$ cat src/rtl/hostport_pkg.sv
package hostport_pkg;
    typedef enum logic [2:0] {
        ST_IDLE,
        ST_READ,
        ST_WRITE,
        ST_ISSUE,
        ST_PREFETCH,
        ST_CAPTURE
    } hp_state_t;

    localparam int FLAG_COUNT = 4;
endpackage

$ cat src/rtl/hostport_sync.sv
module hostport_sync #(
    parameter int         W       = 3,
    parameter int         STAGES  = 2,
    parameter logic [W-1:0] RST_VAL = '0
) (
    input  logic         clk,
    input  logic         rst_n,
    input  logic [W-1:0] d,
    output logic [W-1:0] q
);
    logic [W-1:0] pipe [STAGES];

    genvar g;
    generate
        for (g = 0; g < STAGES; g++) begin : g_stage
            always_ff @(posedge clk or negedge rst_n) begin
                if (!rst_n) begin
                    pipe[g] <= RST_VAL;
                end else begin
                    if (g == 0) pipe[g] <= d;
                    else        pipe[g] <= pipe[(g == 0) ? 0 : g - 1];
                end
            end
        end
    endgenerate

    assign q = pipe[STAGES-1];
endmodule

$ cat src/rtl/hostport_modesel.sv
module hostport_modesel (
    input  logic clk,
    input  logic rst_n,
    input  logic rsel_s,
    output logic mode68,
    output logic host_reset
);
    logic level_q;

    always_ff @(posedge clk or negedge rst_n) begin
        if (!rst_n) begin
            level_q    <= 1'b0;
            host_reset <= 1'b0;
        end else begin
            host_reset <= (rsel_s != level_q);
            level_q    <= rsel_s;
        end
    end

    assign mode68 = level_q;

    assert_mode_follows_R1: assert property (@(posedge clk) disable iff (!rst_n)
        !$stable(mode68) |-> host_reset);

    assert_reset_pulse_R2: assert property (@(posedge clk) disable iff (!rst_n)
        host_reset |=> !host_reset || !$stable(mode68));
endmodule

$ cat src/rtl/hostport_fsm.sv
module hostport_fsm
    import hostport_pkg::*;
#(
    parameter int DW = 8
) (
    input  logic          clk,
    input  logic          rst_n,
    input  logic          flush,
    input  logic          mode68,
    input  logic          strb_s,
    input  logic          dir_s,
    input  logic          rs,
    input  logic [DW-1:0] db_in,
    input  logic [DW-1:0] ram_rd_data,
    output logic          cmd_wr,
    output logic          dat_wr,
    output logic [DW-1:0] wr_byte,
    output logic          rd_req,
    output logic          drive,
    output logic          sel_data,
    output logic [DW-1:0] rd_latch
);
    hp_state_t state, state_nx;
    logic      rs_q;
    logic      rd_on, wr_on, rd_hold, wr_hold;

    // start and hold conditions for both bus conventions
    assign rd_on   = mode68 ? (strb_s & dir_s)  : ~strb_s;
    assign wr_on   = mode68 ? (strb_s & ~dir_s) : ~dir_s;
    assign rd_hold = mode68 ? strb_s : ~strb_s;
    assign wr_hold = mode68 ? strb_s : ~dir_s;

    always_comb begin
        state_nx = state;
        unique case (state)
            ST_IDLE:     if (rd_on)         state_nx = ST_READ;
                         else if (wr_on)    state_nx = ST_WRITE;
            ST_READ:     if (!rd_hold)      state_nx = rs_q ? ST_PREFETCH : ST_IDLE;
            ST_WRITE:    if (!wr_hold)      state_nx = ST_ISSUE;
            ST_ISSUE:                       state_nx = ST_IDLE;
            ST_PREFETCH:                    state_nx = ST_CAPTURE;
            ST_CAPTURE:                     state_nx = ST_IDLE;
            default:                        state_nx = ST_IDLE;
        endcase
        if (flush) state_nx = ST_IDLE;
    end

    always_ff @(posedge clk or negedge rst_n) begin
        if (!rst_n) state <= ST_IDLE;
        else        state <= state_nx;
    end

    always_ff @(posedge clk or negedge rst_n) begin
        if (!rst_n) begin
            rs_q     <= 1'b0;
            wr_byte  <= '0;
            rd_latch <= '0;
        end else begin
            if (state == ST_IDLE && (rd_on || wr_on)) rs_q <= rs;
            if (state == ST_WRITE && wr_hold)         wr_byte <= db_in;
            if (state == ST_CAPTURE)                  rd_latch <= ram_rd_data;
        end
    end

    always_comb begin
        cmd_wr   = 1'b0;
        dat_wr   = 1'b0;
        rd_req   = 1'b0;
        drive    = 1'b0;
        unique case (state)
            ST_ISSUE:    begin cmd_wr = ~rs_q; dat_wr = rs_q; end
            ST_PREFETCH: rd_req = 1'b1;
            ST_READ:     drive  = 1'b1;
            default:     ;
        endcase
    end
    assign sel_data = rs_q;

    assert_single_write_R5: assert property (@(posedge clk) disable iff (!rst_n)
        !(cmd_wr && dat_wr));

    assert_write_pulse_R3: assert property (@(posedge clk) disable iff (!rst_n)
        (cmd_wr || dat_wr) |=> !(cmd_wr || dat_wr));

    assert_fetch_pulse_R7: assert property (@(posedge clk) disable iff (!rst_n)
        rd_req |=> !rd_req && $stable(rd_latch));

    assert_no_drive_on_write_R8: assert property (@(posedge clk) disable iff (!rst_n)
        drive |-> !cmd_wr && !dat_wr && !rd_req);

    assert_status_keeps_latch_R9: assert property (@(posedge clk) disable iff (!rst_n)
        (drive && !sel_data) |=> $stable(rd_latch));
endmodule

$ cat src/rtl/hostport_if.sv
module hostport_if
    import hostport_pkg::*;
#(
    parameter int DW          = 8,
    parameter int SYNC_STAGES = 2
) (
    input  logic          clk,
    input  logic          rst_n,
    input  logic          rsel_pin,
    input  logic          rs,
    input  logic          en_rd_n,
    input  logic          rw_wr_n,
    input  logic [DW-1:0] db_in,
    output logic [DW-1:0] db_out,
    output logic          db_oe,
    input  logic          st_busy,
    input  logic          st_adc,
    input  logic          st_off,
    input  logic          st_reset,
    input  logic [DW-1:0] ram_rd_data,
    output logic          ram_rd_req,
    output logic          cmd_wr,
    output logic          dat_wr,
    output logic [DW-1:0] wr_byte,
    output logic          host_reset,
    output logic          mode68
);
    localparam int PAD_BITS = DW - FLAG_COUNT;

    logic [2:0]    sync_q;
    logic          drive, sel_data;
    logic [DW-1:0] rd_latch, status_byte;

    hostport_sync #(.W(3), .STAGES(SYNC_STAGES), .RST_VAL(3'b011)) u_sync (
        .clk   (clk),
        .rst_n (rst_n),
        .d     ({rsel_pin, en_rd_n, rw_wr_n}),
        .q     (sync_q)
    );

    hostport_modesel u_mode (
        .clk        (clk),
        .rst_n      (rst_n),
        .rsel_s     (sync_q[2]),
        .mode68     (mode68),
        .host_reset (host_reset)
    );

    hostport_fsm #(.DW(DW)) u_fsm (
        .clk         (clk),
        .rst_n       (rst_n),
        .flush       (host_reset),
        .mode68      (mode68),
        .strb_s      (sync_q[1]),
        .dir_s       (sync_q[0]),
        .rs          (rs),
        .db_in       (db_in),
        .ram_rd_data (ram_rd_data),
        .cmd_wr      (cmd_wr),
        .dat_wr      (dat_wr),
        .wr_byte     (wr_byte),
        .rd_req      (ram_rd_req),
        .drive       (drive),
        .sel_data    (sel_data),
        .rd_latch    (rd_latch)
    );

    assign status_byte = {st_busy, st_adc, st_off, st_reset, {PAD_BITS{1'b0}}};
    assign db_oe  = drive;
    assign db_out = drive ? (sel_data ? rd_latch : status_byte) : '0;

    assert_oe_quiet_R8: assert property (@(posedge clk) disable iff (!rst_n)
        (cmd_wr || dat_wr || host_reset) |-> !db_oe);
endmodule

$ cat config.mk
export PLATFORM = sky130hd
export DESIGN_NAME = hostport_if
export DESIGN_NICKNAME = d
export VERILOG_FILES = /design/src/rtl/hostport_pkg.sv /design/src/rtl/hostport_sync.sv /design/src/rtl/hostport_modesel.sv /design/src/rtl/hostport_fsm.sv /design/src/rtl/hostport_if.sv
export SDC_FILE = /design/constraint.sdc
export NUM_CORES = 1
export LEC_CHECK = 0
export ABC_CLOCK_PERIOD_IN_PS = 2070
export CORE_MARGIN = 10
export CORE_UTILIZATION = 43
export CTS_CLUSTER_DIAMETER = 30
export DETAILED_ROUTE_END_ITERATION = 16
export PLACE_DENSITY = 0.87
export SETUP_SLACK_MARGIN = 0.15
export SLEW_MARGIN = 0
export SYNTH_ARGS = -nofsm -noshare
export SYNTH_HDL_FRONTEND = slang
export SYNTH_HIERARCHICAL = 1
export SYNTH_SLANG_ARGS = --single-unit
$ cat constraint.sdc
create_clock -name clk -period 2.07 [get_ports clk]
set_input_delay 0.3105 -clock clk [delete_from_list [all_inputs] [get_ports clk]]
set_output_delay 0.3105 -clock clk [all_outputs]
set_load 0.01 [all_outputs]
==> run_results.csv <==
group,metric,value,unit
yosys,synth-seq-area-share,56.85,%
floorplanning,start_util,45.01,%
pwr,p_leak,0.8548,nW
cts,cts_root_buf,"clkbuf_4",
critical_path,critPathArrivalTime,1.60,ns
placed_design,dp_slack,0.04699,ns
global_route,grt_pass1_vias,979,
critical_path,reg2reg_to,"u_fsm/wr_byte[6]",
placed_design,gp_congestion,0.7039,
cts,clk_pin_slew,0.14,ns
timing,worstMarginPinSlew,0.4242,ns
global_route,grt.total_usage,10.84,%
floorplanning,boundaryPins,48,
layout,seqCellArea,708.2,sq um
pwr,comb_power_share,37.7,%
critical_path,rrSetupSlack,0.17,ns
yosys,yosysWarnings,6,
placed_design,port_buffers,47,
cts,cts.sinks,28,
route,wire_per_inst,17.32,um
critical_path,r2r_cells,4,
placed_design,dpl.hpwl,2.332,mm
pwr,ir_drop,0.0009015,V
timing,maxSlewHeadroom,70.99,%
global_route,grt_max_degree,29,
floorplanning,core_area,2758,sq um
layout,final_util,67.29,%
global_route,antenna_found_initial,0,
layout,area_growth,49.50,%
cts,cts_buffers,3,
route,drtPass1Iterations,2,
layout,nets,173,
floorplanning,dieWidth,73.73,um
cts,cts_hold_buf,0,
yosys,syn_nets,117,
flow_run,cap_violations,0,
yosys,netlist_instances,91,
route,viasPerCell,5.096,
timing,layout_setup_ws,0.1601,ns
timing,hold_viol,0,
pwr,p_clk_share,15.3,%
pwr,switchingPower,0.4750,mW
cts,cts_htree_levels,1,
placed_design,dp_cells,167,
pwr,power.density,923.8,nW/um^2
layout,multi_input_area,515.5,sq um
cts,cts_buffer_depth,2,
timing,fin_crit,1.910,ns
route,drtIter0Drc,11,
floorplanning,die_area,5435,sq um
route,vias,902,
route,antenna_left,0,
floorplanning,die_y,73.73,um
floorplanning,row_count,19,
layout,drive_gt1_share,35.62,%
critical_path,path_class,"flop to primary output",
pwr,intPower,1.239,mW
critical_path,path_max_fanout,6,
global_route,grt-ovfl-total,0,
cts,clock_latency,0.33,ns
critical_path,r2r_start,"u_fsm/state[2]",
route,wl,3.066,mm
timing,setup_viol,0,
layout,antenna_cells,0,
pwr,switching_share,27.71,%
timing,fin_crit_sh,92.27,%
timing,fmax,523.6,MHz
global_route,grt_pass1_wl,4.664,mm
timing,fin_tns_setup,0,ns
yosys,netlist_area,1241,sq um
layout,stdcell_count,177,
critical_path,cp.required,1.76,ns
yosys,ys_types,26,
min_path,hold_class,"input port to asynchronous set/reset pin",
timing,skew,0.006283,ns
outcome,status,"finished, final reports clean",
timing,drv_slew,0,
critical_path,crit_path_end_kind,"primary output",
route,drc,0,
pwr,pwr-share-seq,47.0,%
yosys,yosys_register_bits,28,
yosys,syn_avg_cell_area,13.64,sq um
timing,rsz0062_at_grt,"yes",
critical_path,critPathLaunchType,"flop",
cts,cts_tree,"yes",
layout,fillers,231,
-- registers in the layout, summed over array words and instances (netlist names) --
| register | count |
|---|---|
| u_fsm/rd_latch | 8 |
| u_fsm/sel_data | 1 |
| u_fsm/state | 3 |
| u_fsm/wr_byte | 8 |
| u_mode/host_reset | 1 |
| u_mode/mode68 | 1 |
| u_sync/pipe | 3 |
| u_sync/q | 3 |
-- synth_stat cells --
master	instances	area share, %
mux2_4	8	9.7
o211a_1	1	0.81
nand3_1	1	0.40
xor2_1	2	1.4
mux2_2	9	8.2
nor3_1	1	0.40
and3_1	1	0.50
or4b_4	1	1.1
a2111oi_0	1	0.71
dfrtp_1	24	48
nand3b_1	1	0.61
inv_1	2	0.61
clkbuf_1	1	0.30
nor2_1	4	1.2
dfstp_2	4	8.5
a21oi_1	2	0.81
a31oi_1	1	0.50
or2_1	1	0.50
nor3b_1	2	1.2
mux2i_1	4	3.2
nor2b_1	7	3.5
nand2_1	2	0.61
buf_4	3	1.8
and3_2	4	2.4
buf_6	2	1.8
o21ai_0	2	0.81
-- area by class of cell --
class	instances	area share, %
inverter	2	0.4046
multi-input combinational	55	27.78
sequential	28	38.17
timing repair buffer	57	29.60
clock buffer	4	1.955
tap	31	2.090
-- cells by family after synthesis --
kind of cell | count (synthesis) | synth area share (%)
compound gates | 7 | 3.630
xor+xnor | 2 | 1.412
buf+inv | 8 | 4.536
flops | 28 | 56.86
mux | 21 | 21.07
simple gates | 25 | 12.50
-- worst max-delay path by stage --
| stage | endpoint | from | depth (start not counted) | slack, ns |
|---|---|---|---|---|
| 6_report | db_out[2] | u_fsm/state[2] | 6 | 0.16 |
| 5_1_grt | db_out[2] | u_fsm/state[2] | 6 | 0.09 |
| 4_1_cts | db_out[5] | u_fsm/state[1] | 6 | 0.14 |
| 3_5_place_dp | db_out[5] | u_fsm/state[2] | 4 | 0.05 |
| 3_3_place_gp | db_out[0] | u_fsm/state[2] | 4 | 0.21 |
| 2_1_floorplan | db_out[0] | u_fsm/state[1] | 3 | 0.27 |
-- per-layer routing --
| metal | vias to the layer above | share of wire [%] | track usage [%] |
|---|---|---|---|
| li1 | 423 | - | - |
| met1 | 439 | 38 | 11.17 |
| met2 | 38 | 51 | 18.28 |
| met3 | 2 | 10 | 5.787 |
| met4 | 0 | 0.88 | 3.727 |
| met5 | - | 0 | 0 |
-- power groups by stage --
stage | Sequential (mW) | Clock, mW | Combinational, mW
final | 0.806 | 0.262 | 0.646
after global routing | 0.825 | 0.294 | 0.689
after CTS | 0.802 | 0.275 | 0.631
after detailed placement | 0.811 | 0 | 0.611
after global placement | 0.801 | 0 | 0.591
after floorplan | 0.819 | 0 | 0.282
-- metrics by stage --
step | hold WS, ns | power [mW] | instance area, sq um
global placement | 0.3355 | 1.392 | 1732
CTS | 0.3326 | 1.708 | 1804
global route | 0.3306 | 1.808 | 1856
floorplan | 0.01491 | 1.101 | 1241
finish | 0.3290 | 1.714 | 1856
detailed placement | 0.3441 | 1.422 | 1732
-- cells in the final DEF, fill, tap and decap left out --
cell type / netlist / routed
or4b_4: 1 / 1
nor3_1: 1 / 1
mux2_2: 9 / 9
xor2_1: 2 / 2
mux2i_1: 4 / 4
clkbuf_2: 0 / 2
nor3b_1: 2 / 1
o21ai_0: 2 / 2
buf_6: 2 / 7
dlygate4sd2_1: 0 / 2
clkbuf_4: 0 / 3
o211a_1: 1 / 1
or2_4: 0 / 1
and3_1: 1 / 1
a2111oi_0: 1 / 1
dfrtp_2: 0 / 2
buf_4: 3 / 7
clkdlybuf4s50_1: 0 / 35
and3_2: 4 / 2
dfstp_2: 4 / 4
nor3b_4: 0 / 1
a31oi_1: 1 / 1
nand3b_1: 1 / 1
clkdlybuf4s15_1: 0 / 4
a21oi_1: 2 / 2
nand2_1: 2 / 2
nor2_1: 4 / 4
clkbuf_8: 0 / 1
nand3_1: 1 / 1
nor2b_4: 0 / 2
and3_4: 0 / 2
mux2_4: 8 / 8
nor2b_1: 7 / 5
dfrtp_1: 24 / 22
inv_1: 2 / 2
-- critical path, cell delays in order, from the launching register on --
cell and delay [ns]:
dfrtp_2 0.45, nor3b_4 0.24, buf_6 0.15, buf_6 0.09, buf_6 0.08, and3_4 0.17, buf_6 0.10
-- timing repair --
item,CTS,global route
setup buffers,5,1
setup endpoints to repair,12,18
resized for setup,30,20
pin swaps,1,2
(Power assumes the default switching activity.)
